**src/rtl/shfifo_pkg.sv**
```systemverilog
package shfifo_pkg;
  typedef enum logic [1:0] {
    OP_IDLE = 2'b00,
    OP_PUSH = 2'b01,
    OP_POP  = 2'b10,
    OP_BOTH = 2'b11
  } fifo_op_e;
endpackage

```
**src/rtl/shfifo_ctrl.sv**
```systemverilog
module shfifo_ctrl #(
  parameter int DEPTH = 29
) (
  input  logic             clk,
  input  logic             rst_n,
  input  logic             push,
  input  logic             pop,
  output logic [DEPTH-1:0] wsel,
  output logic             shift,
  output logic             full,
  output logic             empty
);
  import shfifo_pkg::*;
  localparam int CW = $clog2(DEPTH + 1);

  logic [CW-1:0] cnt_q, cnt_d, widx;
  logic          wr_ok, cnt_en;
  fifo_op_e      op;

  assign empty = (cnt_q == '0);
  assign full  = (cnt_q == CW'(DEPTH));
  assign shift = pop && !empty;
  assign wr_ok = push && (!full || pop);
  assign op    = fifo_op_e'({shift, wr_ok});
  assign widx  = shift ? cnt_q - 1'b1 : cnt_q;

  always_comb begin
    cnt_d  = cnt_q;
    cnt_en = 1'b0;
    case (op)
      OP_PUSH: begin cnt_d = cnt_q + 1'b1; cnt_en = 1'b1; end
      OP_POP:  begin cnt_d = cnt_q - 1'b1; cnt_en = 1'b1; end
      default: ;
    endcase
  end

  always_ff @(posedge clk or negedge rst_n) begin
    if (!rst_n)      cnt_q <= '0;
    else if (cnt_en) cnt_q <= cnt_d;
  end

  for (genvar i = 0; i < DEPTH; i++) begin : g_sel
    assign wsel[i] = wr_ok && (widx == CW'(i));
  end

  p_count_range_r10: assert property (@(posedge clk) disable iff (!rst_n)
    cnt_q <= CW'(DEPTH));
  p_flags_excl_r10: assert property (@(posedge clk) disable iff (!rst_n)
    !(full && empty));
  p_push_inc_r3: assert property (@(posedge clk) disable iff (!rst_n)
    (push && !pop && !full) |=> (cnt_q == $past(cnt_q) + 1'b1));
  p_pop_dec_r4: assert property (@(posedge clk) disable iff (!rst_n)
    (pop && !push && !empty) |=> (cnt_q == $past(cnt_q) - 1'b1));
  p_both_hold_r5: assert property (@(posedge clk) disable iff (!rst_n)
    (push && pop && !empty) |=> $stable(cnt_q));
  p_both_empty_r6: assert property (@(posedge clk) disable iff (!rst_n)
    (push && pop && empty) |=> (cnt_q == CW'(1)));
  p_no_overflow_r7: assert property (@(posedge clk) disable iff (!rst_n)
    (push && !pop && full) |=> full);
  p_no_underflow_r8: assert property (@(posedge clk) disable iff (!rst_n)
    (pop && !push && empty) |=> empty);
endmodule

```
**src/rtl/shfifo_slot.sv**
```systemverilog
module shfifo_slot #(
  parameter int WIDTH = 6
) (
  input  logic             clk,
  input  logic             rst_n,
  input  logic             wsel,
  input  logic             shift,
  input  logic [WIDTH-1:0] wr_data,
  input  logic [WIDTH-1:0] behind,
  output logic [WIDTH-1:0] q
);
  logic [WIDTH-1:0] d;
  logic             en;

  assign en = wsel || shift;

  always_comb begin
    d = q;
    if (wsel)       d = wr_data;
    else if (shift) d = behind;
  end

  always_ff @(posedge clk) begin
    if (en) q <= d;
  end

  p_slot_hold_r7: assert property (@(posedge clk) disable iff (!rst_n)
    (!wsel && !shift) |=> $stable(q));
  p_slot_write_r3: assert property (@(posedge clk) disable iff (!rst_n)
    wsel |=> (q == $past(wr_data)));
endmodule

```
**src/rtl/shfifo.sv**
```systemverilog
module shfifo #(
  parameter int DEPTH = 29,
  parameter int WIDTH = 6
) (
  input  logic             clk,
  input  logic             rst_n,
  input  logic             push,
  input  logic [WIDTH-1:0] wr_data,
  input  logic             pop,
  output logic [WIDTH-1:0] rd_data,
  output logic             full,
  output logic             empty
);
  logic [DEPTH-1:0]            wsel;
  logic                        shift;
  logic [DEPTH-1:0][WIDTH-1:0] slot_q;

  shfifo_ctrl #(.DEPTH(DEPTH)) u_ctrl (
    .clk(clk), .rst_n(rst_n), .push(push), .pop(pop),
    .wsel(wsel), .shift(shift), .full(full), .empty(empty)
  );

  for (genvar i = 0; i < DEPTH; i++) begin : g_chain
    logic [WIDTH-1:0] behind;
    if (i == DEPTH - 1) begin : g_tail
      assign behind = slot_q[i];
    end else begin : g_mid
      assign behind = slot_q[i+1];
    end
    shfifo_slot #(.WIDTH(WIDTH)) u_slot (
      .clk(clk), .rst_n(rst_n), .wsel(wsel[i]), .shift(shift),
      .wr_data(wr_data), .behind(behind), .q(slot_q[i])
    );
  end

  assign rd_data = slot_q[0];

  p_head_advance_r2: assert property (@(posedge clk) disable iff (!rst_n)
    (pop && !empty && !$past(full) && !full && !wsel[0]) |=> (rd_data == $past(slot_q[1])));
endmodule

```
**config.mk**
```make
export PLATFORM = sky130hd
export DESIGN_NAME = shfifo
export DESIGN_NICKNAME = d
export VERILOG_FILES = /design/src/rtl/shfifo_pkg.sv /design/src/rtl/shfifo_ctrl.sv /design/src/rtl/shfifo_slot.sv /design/src/rtl/shfifo.sv
export SDC_FILE = /design/constraint.sdc
export NUM_CORES = 1
export LEC_CHECK = 0
export BUFFER_PORTS_ARGS = -buffer_cell sky130_fd_sc_hd__buf_2
export CORE_ASPECT_RATIO = 1.2
export CORE_MARGIN = 3
export CORE_UTILIZATION = 55
export CTS_BUF_LIST = sky130_fd_sc_hd__clkbuf_4 sky130_fd_sc_hd__clkbuf_8
export DETAILED_ROUTE_END_ITERATION = 10
export PLACE_DENSITY = 0.74
export SYNTH_ARGS = -nofsm -noshare
export SYNTH_HDL_FRONTEND = slang
export SYNTH_SLANG_ARGS = --single-unit
```
**constraint.sdc**
```tcl
create_clock -name clk -period 2.7 [get_ports clk]
set_input_delay 0.675 -clock clk [delete_from_list [all_inputs] [get_ports clk]]
set_output_delay 0.675 -clock clk [all_outputs]
set_load 0.02 [all_outputs]
```
# Word-level counts from Yosys, hierarchy flattened

Cells that the tools add are included.

Register bits: 179
Input bits: 10

Add/sub/neg operators: 2
Equal/unequal tests: 31
Multiplexer cells: 59
Reduce and logical (&&, ||, !) cells: 125

Operators by type and width:

| operator            | count |
|---|---|
| $mux 6              | 56 |
| $eq 5x5->1 const B  | 14 |
| $reduce_and 2->1    | 30 |
| $reduce_bool 2->1   | 29 |
| $eq 5x4->1 const B  | 8 |
| $logic_and 1x1->1   | 31 |
| $logic_or 1x1->1    | 30 |
| $eq 5x3->1 const B  | 4 |
| $eq 5x2->1 const B  | 2 |
| $logic_not 5->1     | 2 |
| $pmux 5 s2          | 1 |
| $add 5x1->5 const B | 1 |
| $eq 5x1->1 const B  | 1 |
| $mux 5              | 1 |
| $sub 5x1->5 const B | 1 |
| $eq 2x1->1 const B  | 1 |
| $eq 2x2->1 const B  | 1 |
| $logic_not 1->1     | 2 |
| $reduce_or 2->1     | 1 |
| $mux 1              | 1 |

# Depth between registers and ports, before layout

Gate-level depths: netlist (run 1).

Depth in word-level cells: 8
Gate-level depth with buffers: 12

# Hierarchy

Synthesis (run 1) repeated with hierarchy kept, for this count alone.

Cell total of the unflattened synthesis: 522
Area, all modules: 9145.0 sq um

Modules (own cells, without submodules):

| module      | instances | cells an instance | area an instance (sq um) | seq. area each (sq um) |
|---|---|---|---|---|
| shfifo_slot | 29        | 14                | 287.8                    | 180.2 |
| shfifo_ctrl | 1         | 116               | 799.5                    | 125.1 |

# Least setup slack after synthesis (run 1)

No wires, ideal clock.

Path type: reg2reg
Start point: register u_ctrl.cnt_q[0]
End point: register g_chain[17].u_slot.q[0], data pin
Arrival: 2.663 ns
Setup slack: -0.223 ns
Stages on the path, launching flop included: 11
Buffers on the path: 2
Period minus slack after synthesis: 2.923 ns
Cell sequence: dfrtp_1 -> buf_2 -> inv_1 -> ha_1 -> or4b_1 -> clkbuf_2 -> inv_2 -> o211ai_1 -> and2_0 -> nor3_2 -> mux2_2

Longest elaborated chain between the ends: 7
Elaborated cells on any way between the ends: 12

RTL lines:

| item                        | RTL line          | source |
|---|---|---|
| start, declared             | shfifo_ctrl.sv:16 | `logic [CW-1:0] cnt_q, cnt_d, widx;` |
| start signal, assigned      | shfifo_ctrl.sv:39 | `else if (cnt_en) cnt_q <= cnt_d;` |
| $logic_not 5->1             | shfifo_ctrl.sv:20 | `assign empty = (cnt_q == '0);` |
| via empty                   | shfifo.sv:12      | `output logic empty` |
| $logic_not 1->1             | shfifo_ctrl.sv:22 | `assign shift = pop && !empty;` |
| $logic_and 1x1->1           | shfifo_ctrl.sv:22 |  |
| $mux 5                      | shfifo_ctrl.sv:25 | `assign widx = shift ? cnt_q - 1'b1 : cnt_q;` |
| $eq 5x5->1                  | shfifo_ctrl.sv:43 | `assign wsel[i] = wr_ok && (widx == CW'(i));` |
| $logic_and 1x1->1           | shfifo_ctrl.sv:43 |  |
| $mux 6                      | shfifo_slot.sv:19 | `if (wsel) d = wr_data;` |
| via g_chain[17].u_slot.d[0] | shfifo_slot.sv:12 | `logic [WIDTH-1:0] d;` |
| end signal, assigned        | shfifo_slot.sv:24 | `if (en) q <= d;` |
| end, declared               | shfifo_slot.sv:10 | `output logic [WIDTH-1:0] q` |

The timed path passes the listed nets, and every way through them passes these cells.
A chain may end at the register's enable or synchronous reset.

# Worst setup path after layout (run 1)

Start point: register u_ctrl.cnt_q[0]
End point: register g_chain[11].u_slot.q[3], data pin

Longest elaborated chain between the ends: 7
Elaborated cells on any way between the ends: 12

RTL lines:

| item                                                                | RTL line |
|---|---|
| parallel branches: the longest is 5 deep, another holds $sub 5x1->5 | -- |
| $logic_and 1x1->1 (*)                                               | shfifo_ctrl.sv:43 |
| $mux 6 (*)                                                          | shfifo_slot.sv:19 |
| via g_chain[11].u_slot.d[3]                                         | shfifo_slot.sv:12 |
| end signal, assigned                                                | shfifo_slot.sv:24 |
| end, declared                                                       | shfifo_slot.sv:10 |

Mark *: on every way through the listed nets, which the timed path passes.

==> reports/summary.txt, run 1 <==
FP Rows: 48
placed inst area: 8890 sq um
Power Total: 8940 uW
post-route ant nets: 0
number of global-route vias before repair: 4678
Min-Delay Path Class: in2async
drt first pass iters: 4
nets@finish: 575
CP Launch Type: flip-flop
worst reg2reg setup slack: -0.003 ns
cells on worst reg2reg path: 7
final hold violation count: 0
met2 WL: 8.23 mm
Tot GR Track Use: 19.6%
Critical Path Sink Type: flip-flop
first-pass GRT wire length: 24.8 mm
CTS root buffer: clkbuf_8
DRC Markers: 0
iteration-0 DRC count of the detailed router: 236
PortBufs: 17
Die Footprint: 16500 sq um
met3 WL: 480 microns
total CTS buffers: 17
die extent in y: 140 microns
critical path startpoint: u_ctrl.cnt_q[0]$_DFFE_PN0P_
maximum VDD drop: 0.000455 V
Mean Syn Cell Area: 16.4 sq um
Worst setup endpoint: g_chain[11].u_slot.q[3]$_DFFE_PP_
warnings from Yosys: 0
synth top area cells: edfxtp_1 (63%), mux2_2 (23%), dfrtp_1 (1.5%)
Top Layer Used: met4
Post-synth EDFFs: 174
synth cell count leaders: edfxtp_1 (174), mux2_2 (168), nand2_1 (19), clkbuf_1 (17), nand2_2 (11)
FF-to-FF Start: u_ctrl.cnt_q[0]$_DFFE_PN0P_
Syn Nets: 517
final core area utilization: 66.1%
dpl hpwl: 9.96 mm
via count: 4367
Distinct cells, synth: 50
Final period util: 100%
layout cell share with drive strength beyond 1: 60.1%
Slew Limit Fails: 0
Post-Syn Area: 8250 sq um
Yosys reg bits: 179
Hold WS: 0.550 ns
Reg clk slew, reported paths: 0.09 ns
FFs w/ async S/R, synth: 2.79%
CP max FO: 11
CTS tree: yes
CP Data Required Time: 2.91 ns
ANT cells: 0
pin count of the biggest net entering global routing: 30
Seq/Total Area, Yosys: 64.9%
Sink Count: 179
# IOs: 18
GPL Wtd Cong: 0.859
r2r endpoint: g_chain[11].u_slot.q[3]$_DFFE_PP_
max frequency: 370 MHz
Die X: 118 microns
core area: 14500 sq um
# H-tree levels: 4
Initial Util: 56.7%
final worst slack: -0.00331 ns
top-count cell post-synth: edfxtp_1
Final setup violation count: 1
initial antenna violation count: 0
run status: complete, but fails checks
RSZ-0062 raised after global routing: true
pwr/cell area: 930 nW/um^2
GRT overflow: 0
clock latency on the worst-skew pair: 0.46 ns
area share of the largest cell type after synthesis: 63.4%
leakage power: 0.00337 uW
Synth Instances: 503
Arr. time, crit path: 2.91 ns
Final Instance Area: 9610 sq um
max-cap viol count: 0
clk buf depth: 2
clk_skew: 0.0128 ns
area leader, netlist: edfxtp_1
DR vias/cell: 5.64
prevailing post-synth register cell: edfxtp_1
Worst Tran Pin Value: 0.676 ns
violated checks: negative setup slack
crit path time final: 2.70 ns
worst relative slew slack: 54.9%
Setup CP Type: reg2reg
drt wl/cell: 19.9 microns
Area Overhead vs Synth: 16.6%
M1 WL: 6.37 mm
final WL: 15.4 mm
## report_power, final
group / switching (uW) / internal (uW) / total, uW
Combinational: 1470 / 1330 / 2800
Clock: 972 / 1050 / 2020
Sequential: 186 / 3930 / 4110
## through the flow
| step | instances | setup TNS, ns | worst slack (ns) |
|---|---|---|---|
| after floorplan | 503 | -6.21 | -0.0819 |
| after global placement | 734 | -21.11 | -0.156 |
| after detailed placement | 734 | -33.15 | -0.224 |
| after CTS | 769 | 0 | 0.00115 |
| after global routing | 774 | -2.54 | -0.0635 |
| final | 774 | -0.00331 | -0.00331 |
## layout by cell type, fill, tap and decap left out, drive strengths merged, types with 3 or more instances in the layout
master,synthesis,routed
bufinv,0,4
nor3,13,13
xnor2,3,3
ha,4,4
or2,10,10
o21ai,10,10
mux2,168,168
clkbuf,18,19
a211oi,4,4
inv,7,12
buf,11,67
nand2,30,30
dfrtp,5,5
edfxtp,174,174
nand3,3,3
a21oi,5,5
nor2,10,10
## what timing repair did
item                                    CTS  global route
pin swaps                                 0             4
resized for setup                        12            32
endpoints found under the setup margin  227           222
hold buffers                              1             0
endpoints found under the hold margin     5             0
buffers inserted                          2             5
## routing by layer
metal | up-vias | global-route usage, %
met5 | - | 0
met4 | 0 | 8.33
met3 | 25 | 3.88
met2 | 79 | 34.1
met1 | 2225 | 24.0
li1 | 2038 | -
## worst max-delay path: stages (launching register included)
cell and delay (ns):
dfrtp_1 0.40, buf_4 0.19, or4b_4 0.58, or3b_4 0.47, buf_4 0.17, a21oi_4 0.17
nand2_2 0.16, mux2_2 0.30
## worst min-delay path by stage
stage | slack (ns) | from | depth (start not counted) | end
2_1_floorplan | 0.38 | rst_n | 0 | u_ctrl.cnt_q[0]$_DFFE_PN0P_
3_3_place_gp | 0.49 | rst_n | 1 | u_ctrl.cnt_q[1]$_DFFE_PN0P_
3_5_place_dp | 0.50 | rst_n | 1 | u_ctrl.cnt_q[0]$_DFFE_PN0P_
4_1_cts | 0.53 | rst_n | 2 | u_ctrl.cnt_q[2]$_DFFE_PN0P_
5_1_grt | 0.53 | rst_n | 2 | u_ctrl.cnt_q[2]$_DFFE_PN0P_
6_report | 0.55 | rst_n | 2 | u_ctrl.cnt_q[2]$_DFFE_PN0P_
## final cells by class
| cell class | instances | area, sq um |
|---|---|---|
| flip-flops and latches | 179 | 5350 |
| well taps | 200 | 250 |
| clock inverters | 13 | 196 |
| fillers | 1047 | 4920 |
| repair buffers | 68 | 559 |
| inverters | 7 | 31.3 |
| multi-input cells | 288 | 2980 |
| clock buffers | 19 | 249 |
## flip-flops by register name, indices dropped and copies added, names as in the netlist
| name | count |
|---|---|
| g_chain.u_slot.q | 174 |
| u_ctrl.cnt_q | 5 |
## kinds of logic after synthesis
kind of cell,count (synthesis),synth area share [%]
flops,179,64.9
buf+inv,36,1.73
mux,169,23.1
compound gates,29,2.88
simple gates,81,6.30
xor+xnor,5,0.531
fa+ha+maj,4,0.607
Power figures use the tool's default switching activity.
==> run 2, diff against run 1 <==
--- a/config.mk
+++ b/config.mk
@@ -7,11 +7,11 @@
 export LEC_CHECK = 0
 export BUFFER_PORTS_ARGS = -buffer_cell sky130_fd_sc_hd__buf_2
 export CORE_ASPECT_RATIO = 1.2
-export CORE_MARGIN = 3
+export CORE_MARGIN = 4
 export CORE_UTILIZATION = 55
 export CTS_BUF_LIST = sky130_fd_sc_hd__clkbuf_4 sky130_fd_sc_hd__clkbuf_8
 export DETAILED_ROUTE_END_ITERATION = 10
-export PLACE_DENSITY = 0.74
+export PLACE_DENSITY = 0.76
 export SYNTH_ARGS = -nofsm -noshare
 export SYNTH_HDL_FRONTEND = slang
 export SYNTH_SLANG_ARGS = --single-unit
==> run 2 against run 1 <==
Net effect: critical endpoint is now g_chain[23].u_slot.q[4]$_DFFE_PP_; worst hold slack lost 0.00093 ns; cell count is 1.3% higher; critical path type unchanged; global-route usage rose by 0.083 points; the run still ends with negative setup slack left; clock-buffer cell count did not move.
==> reports/summary.txt, run 2 (synthesis results as in run 1) <==
run status: complete, but fails checks
violated checks: negative setup slack
max-cap viol count: 0 (unchanged)
Switching Fraction: 31.0% (+1.6 points)
CTS tree: yes
pwr/cell area: 905 nW/um^2 (-2.7%)
Worst Tran Pin Value: 0.673 ns (-0.00252 ns)
GPL Wtd Cong: 0.881 (+2.6%)
DR vias/cell: 5.75 (+1.9%)
largest register by flop count: g_chain.u_slot.q
number of global-route vias before repair: 4762 (+1.8%)
DRC Markers: 0 (unchanged)
max frequency: 367 MHz (-0.92%)
most common cell after layout, fill and taps aside: edfxtp_1
worst reg2reg setup slack: -0.03 ns (-0.03 ns)
total CTS buffers: 17 (unchanged)
Critical Path Sink Type: flip-flop
worst relative slew slack: 55.1% (+0.17 points)
CP Launch Type: flip-flop
P_sw: 2760 uW (+5.1%)
Die X: 120 microns (+1.7%)
registers with the most flip-flops: g_chain.u_slot.q (174), u_ctrl.cnt_q (5)
Min-Delay Path Class: reg2reg
CTS root buffer: clkbuf_8
clk_skew: 0.0125 ns (-0.000323 ns)
CP Data Required Time: 2.93 ns (+0.02 ns)
placed inst area: 8870 sq um (-0.17%)
Final setup violation count: 30 (+29)
max reg flops: 174 (unchanged)
via count: 4506 (+3.2%)
final core area utilization: 67.7% (+1.5 points)
Top cell by count, worst path: buf_6
clk buf depth: 2 (unchanged)
Initial Util: 56.7% (unchanged)
final worst slack: -0.0284 ns (-0.0251 ns)
FP Rows: 48 (unchanged)
# H-tree levels: 4 (unchanged)
nets@finish: 585 (+1.7%)
Die Footprint: 17000 sq um (+3.1%)
Tot GR Track Use: 19.7% (+0.083 points)
final WL: 16.1 mm (+4.2%)
core area: 14500 sq um (unchanged)
post-route ant nets: 0 (unchanged)
Final Instance Area: 9830 sq um (+2.3%)
die extent in y: 142 microns (+1.4%)
dpl hpwl: 9.93 mm (-0.29%)
most frequent cells in the layout: edfxtp_1 (174), mux2_2 (149), buf_4 (46)
Arr. time, crit path: 2.95 ns (+0.04 ns)
CP max FO: 5 (-6)
layout cell share with drive strength beyond 1: 61.5% (+1.4 points)
Slew Limit Fails: 0 (unchanged)
iteration-0 DRC count of the detailed router: 232 (-1.7%)
maximum VDD drop: 0.000539 V (+18%)
# IOs: 18 (unchanged)
crit-path max cell delay: 0.52 ns (-0.06 ns)
CP Cell Sequence: inv_2 -> ha_4 -> or4b_4 -> buf_6 -> a211oi_4 -> nor2_4 -> buf_6 -> nor3_4 -> buf_6 -> mux2_4
Reg clk slew, reported paths: 0.10 ns (about the same)
RSZ-0062 raised after global routing: true
Area Overhead vs Synth: 19.3%
Power Total: 8900 uW (-0.42%)
drt wl/cell: 20.5 microns (+2.9%)
initial antenna violation count: 0 (unchanged)
Clk pwr share: 19.7% (-2.9 points)
ANT cells: 0 (unchanged)
crit path max-delay cell type: or4b_4
Final period util: 101% (+0.93 points)
Comb pwr share: 34.1% (+2.7 points)
GRT overflow: 0 (unchanged)
PortBufs: 17 (unchanged)
leakage power: 0.00353 uW (+4.8%)
clock latency on the worst-skew pair: 0.47 ns (about the same)
drt first pass iters: 5 (+1)
Sink Count: 179 (unchanged)
pin count of the biggest net entering global routing: 30 (unchanged)
final hold violation count: 0 (unchanged)
crit path time final: 2.73 ns (+0.0251 ns)
Setup CP Type: reg2reg
first-pass GRT wire length: 25.5 mm (+2.5%)
sequential power share: 46.2% (+0.2 points)
P_int: 6140 uW (-2.7%)
run 2: changes by cell type in the layout (fill, tap and decap cells not counted), sizes merged:
| cell | before | now |
|---|---|---|
| buf | 67 | 77 |
| inv | 12 | 13 |
| clkinvlp | 2 | 4 |
| bufinv | 4 | 1 |
run 2: layer usage:
metal	track usage (%)	wire (microns)
met1	23.6	6260
met2	35.4	8830
met3	4.77	662
met4	5.67	324
met5	0	0
run 2: path summary, 6_finish.rpt:
check / end / startpoint / depth (start not counted)
max: g_chain[23].u_slot.q[4]$_DFFE_PP_ / u_ctrl.cnt_q[1]$_DFFE_PN0P_ / 10
min: g_chain[27].u_slot.q[2]$_DFFE_PP_ / g_chain[28].u_slot.q[2]$_DFFE_PP_ / 1
max reg2reg: g_chain[23].u_slot.q[4]$_DFFE_PP_ / u_ctrl.cnt_q[1]$_DFFE_PN0P_ / 10
min reg2reg: g_chain[27].u_slot.q[2]$_DFFE_PP_ / g_chain[28].u_slot.q[2]$_DFFE_PP_ / 1
max in group asynchronous: u_ctrl.cnt_q[1]$_DFFE_PN0P_ / rst_n / 2
min in group asynchronous: u_ctrl.cnt_q[4]$_DFFE_PN0P_ / rst_n / 2
run 2: critical path, delay by kind of cell, from the launching register on:
kind	cells	cell delay [ns]
buf+inv	4	0.55
simple gates	3	0.79
flops	1	0.41
mux	1	0.30
fa+ha+maj	1	0.13
compound gates	1	0.31
run 2: through the flow:
step	instances	hold WS, ns	worst slack [ns]	TNS, ns
3_3_place_gp	732	0.491	-0.162	-22.03
4_1_cts	770	0.536	-0.0507	-0.190
5_1_grt	784	0.550	-0.107	-4.93
3_5_place_dp	732	0.497	-0.225	-36.50
2_1_floorplan	503	0.379	-0.0819	-6.21
6_report	784	0.549	-0.0284	-0.371
run 2: repair_timing:
action,in CTS,in global routing
setup buffers,5,14
gates resized for setup,35,52
cloned,0,0
hold buffers,1,0
pin swaps,5,16
hold endpoints to repair,5,0
endpoints found under the setup margin,255,263
run 2: final cells by class:
class	instances	area, sq um
Clock buffer	19	249
Clock inverter	13	125
Fill cell	982	4700
Inverter	7	31.3
Multi-Input combinational cell	288	3150
Sequential cell	179	5350
Tap cell	200	250
Timing Repair Buffer	78	674
run 2: power by group through the flow:
stage	combinational, uW	sequential [uW]	clock (uW)
CTS	2740	4120	1780
global route	3250	4170	1920
global placement	2420	4160	0
floorplan	1690	4120	0
finish	3030	4120	1750
detailed placement	2500	4170	0
==> run 3, diff against run 2 <==
--- a/config.mk
+++ b/config.mk
@@ -5,6 +5,7 @@
 export SDC_FILE = /design/constraint.sdc
 export NUM_CORES = 1
 export LEC_CHECK = 0
+export ABC_AREA = 1
 export BUFFER_PORTS_ARGS = -buffer_cell sky130_fd_sc_hd__buf_2
 export CORE_ASPECT_RATIO = 1.2
 export CORE_MARGIN = 4
==> run 3 against run 2 <==
Net effect: the run now ends clean; worst setup slack improved by 0.14 ns; via count rose by 44%; sequential power rose by 8.7%; combinational power rose by 36%; sequential share of layout area rose by 0.62 points; non-clock buffer count fell by 31; clock power fell by 7%; clock skew rose by 0.0012 ns; synthesized cell count rose by 82%.
==> reports/summary.txt, run 3 <==
Critical Path Sink Type: flip-flop
worst reg2reg setup slack: 0.12 ns (+0.14 ns)
pre-CTS WS: 0.109 ns (+0.333 ns)
Min-Delay Path Class: reg2reg
final WL: 18.6 mm (+16%)
Distinct cells, synth: 29 (-42%)
clock latency on the worst-skew pair: 0.47 ns (about the same)
clk_skew: 0.0137 ns (+0.00122 ns)
area leader, netlist: edfxtp_1
Final setup violation count: 0 (-100%)
prevailing post-synth register cell: edfxtp_1
ANT cells: 0 (unchanged)
most frequent cells in the layout: nand2_1 (418), edfxtp_1 (174), nand4_1 (126)
FP Rows: 51 (+6.3%)
final worst slack: 0.117 ns (+0.145 ns)
pin count of the biggest net entering global routing: 66 (+120%)
total CTS buffers: 17 (unchanged)
dpl hpwl: 11.7 mm (+18%)
crit path time final: 2.58 ns (-0.145 ns)
CP Launch Type: flip-flop
Sequential Area: 5350 sq um (unchanged)
area occupied by multi-input gates: 3300 sq um (+4.6%)
Power Total: 10200 uW (+15%)
FF-to-FF Start: u_ctrl.cnt_q[1]$_DFFE_PN0P_
layout cell share with drive strength beyond 1: 13.8% (-48 points)
maximum VDD drop: 0.000757 V (+40%)
Mean Syn Cell Area: 9.94 sq um (-39%)
initial antenna violation count: 0 (unchanged)
registers with the most flip-flops: g_chain.u_slot.q (174), u_ctrl.cnt_q (5)
post-route ant nets: 0 (unchanged)
clk buf depth: 2 (unchanged)
Worst Tran Pin Value: 0.756 ns (+0.0828 ns)
Tot GR Track Use: 20.6% (+0.90 points)
area share of the largest cell type after synthesis: 57.4% (-6.0 points)
Fill cells: 1289 (+31%)
Endpoint, Worst Hold: g_chain[4].u_slot.q[2]$_DFFE_PP_
DR vias/cell: 5.74 (about the same)
# IOs: 18 (unchanged)
Die Footprint: 18700 sq um (+9.8%)
Die X: 125 microns (+4.8%)
met2 WL: 9.48 mm (+7.3%)
max frequency: 387 MHz (+5.6%)
Synth Instances: 916 (+82%)
Top Layer Used: met4
# H-tree levels: 4 (unchanged)
top-count cell post-synth: nand2_1
cells on worst reg2reg path: 10 (unchanged)
core area: 16300 sq um (+12%)
Buf+Inv Stages, Crit Path: 4 (unchanged)
Initial Util: 56.0% (-0.77 points)
number of global-route vias before repair: 6258 (+31%)
first-pass GRT wire length: 30.6 mm (+20%)
GPL Wtd Cong: 0.810 (-8.0%)
PortBufs: 17 (unchanged)
die extent in y: 149 microns (+4.8%)
final core area utilization: 59.8% (-7.9 points)
synth cell count leaders: nand2_1 (420), edfxtp_1 (174), nand4_1 (126), clkbuf_1 (29), nand3_1 (29)
crit-path max cell delay: 0.44 ns (-0.08 ns)
warnings from Yosys: 0 (unchanged)
RSZ-0062 raised after global routing: true
via count: 6495 (+44%)
final hold violation count: 0 (unchanged)
crit path max-delay cell type: dfrtp_1
drt first pass iters: 7 (+2)
DRC Markers: 0 (unchanged)
pwr/cell area: 1050 nW/um^2 (+16%)
synth top area cells: edfxtp_1 (57%), nand2_1 (17%), nand4_1 (8.7%)
CTS tree: yes
iteration-0 DRC count of the detailed router: 672 (+190%)
GRT overflow: 0 (unchanged)
max reg flops: 174 (unchanged)
Slew Limit Fails: 0 (unchanged)
worst relative slew slack: 49.6% (-5.5 points)
Sink Count: 179 (unchanged)
drt wl/cell: 16.5 microns (-20%)
Post-Syn Area: 9110 sq um (+10%)
Reg clk slew, reported paths: 0.09 ns (about the same)
CTS root buffer: clkbuf_8
max-cap viol count: 0 (unchanged)
Final period util: 95.7% (-5.4 points)
Yosys reg bits: 179 (unchanged)
CP max FO: 65 (+60)
leakage power: 0.00404 uW (+14%)
FFs w/ async S/R, synth: 2.79% (unchanged)
Syn Nets: 930 (+80%)
Post-synth EDFFs: 174 (unchanged)
Area Overhead vs Synth: 6.79%
largest register by flop count: g_chain.u_slot.q
nets@finish: 922 (+58%)
Seq/Total Area, Yosys: 58.8% (-6.1 points)
Setup CP Type: reg2reg
HP Start: g_chain[5].u_slot.q[2]$_DFFE_PP_
CP Cell Sequence: inv_1 -> ha_1 -> buf_4 -> nand3_1 -> nand2_2 -> inv_1 -> nor2_4 -> buf_12 -> nand3_2 -> nand2_1
hold depth: 2 (+1)
most common cell after layout, fill and taps aside: nand2_1
met3 WL: 1.09 mm (+64%)
r2r endpoint: g_chain[14].u_slot.q[2]$_DFFE_PP_
Arr. time, crit path: 2.73 ns (-0.22 ns)
Worst path top cell family by delay: simple AND/OR/NAND/NOR gates
M1 WL: 7.66 mm (+22%)
CP Data Required Time: 2.85 ns (-0.08 ns)
run status: finished clean
Top cell by count, worst path: inv_1
-- run 3: area by class of cell --
cell class / instances / share of cell area (%)
multi-input cells: 648 / 33.9
inverters: 15 / 0.579
well taps: 212 / 2.73
clock buffers: 19 / 2.56
repair buffers: 47 / 4.25
clock inverters: 11 / 0.939
flip-flops and latches: 179 / 55.0
-- run 3: repair_timing --
item                       in CTS  in global routing
setup buffers                   0                  5
gates resized for setup         0                  3
hold buffers                    1                  0
setup endpoints to repair       0                 42
hold endpoints to repair        5                  0
-- run 3: where the power goes --
group / internal (uW) / switching [uW]
Combinational: 1230 / 2890
Clock: 726 / 903
Sequential: 4200 / 278
-- run 3: metal layers --
metal  GRT usage [%]  vias up
met5               0        -
met4            8.46        0
met3            3.76       32
met2            34.9      219
met1            26.1     3064
li1                -     3180
-- run 3: logic make-up (layout without fill, tap and decap cells) --
| logic type | count (synthesis) | after routing | share of synthesized area [%] |
|---|---|---|---|
| AO/OA/AOI/OAI | 7 | 7 | 0.453 |
| XOR/XNOR | 5 | 5 | 0.481 |
| adder cells (fa/ha/maj) | 4 | 4 | 0.550 |
| buffers and inverters | 89 | 92 | 5.18 |
| flip-flops | 179 | 179 | 58.8 |
| AND/OR/NAND/NOR | 632 | 632 | 34.6 |
-- run 3: stage by stage --
step | instances | instance area (sq um) | setup TNS [ns] | hold WS (ns)
2_1_floorplan | 916 | 9110 | 0 | 0.379
3_3_place_gp | 1095 | 9330 | 0 | 0.490
3_5_place_dp | 1095 | 9330 | 0 | 0.495
4_1_cts | 1126 | 9680 | 0 | 0.513
5_1_grt | 1131 | 9720 | -0.198 | 0.525
6_report | 1131 | 9720 | 0 | 0.507
-- run 3: how the worst max path moves through the flow --
| stage | endpoint | start | depth (start not counted) |
|---|---|---|---|
| after floorplan | g_chain[28].u_slot.q[0]$_DFFE_PP_ | u_ctrl.cnt_q[0]$_DFFE_PN0P_ | 9 |
| after CTS | g_chain[16].u_slot.q[0]$_DFFE_PP_ | u_ctrl.cnt_q[1]$_DFFE_PN0P_ | 10 |
| after global routing | g_chain[14].u_slot.q[2]$_DFFE_PP_ | u_ctrl.cnt_q[0]$_DFFE_PN0P_ | 10 |
| after global placement | g_chain[15].u_slot.q[2]$_DFFE_PP_ | pop | 8 |
| after detailed placement | g_chain[20].u_slot.q[4]$_DFFE_PP_ | u_ctrl.cnt_q[1]$_DFFE_PN0P_ | 10 |
| final | g_chain[14].u_slot.q[2]$_DFFE_PP_ | u_ctrl.cnt_q[1]$_DFFE_PN0P_ | 10 |
-- run 3: tightest hold or removal path, cell delays in order, from the launching register on --
cell	delay, ns
edfxtp_1	0.32
nand2_1	0.05
nand2_1	0.04
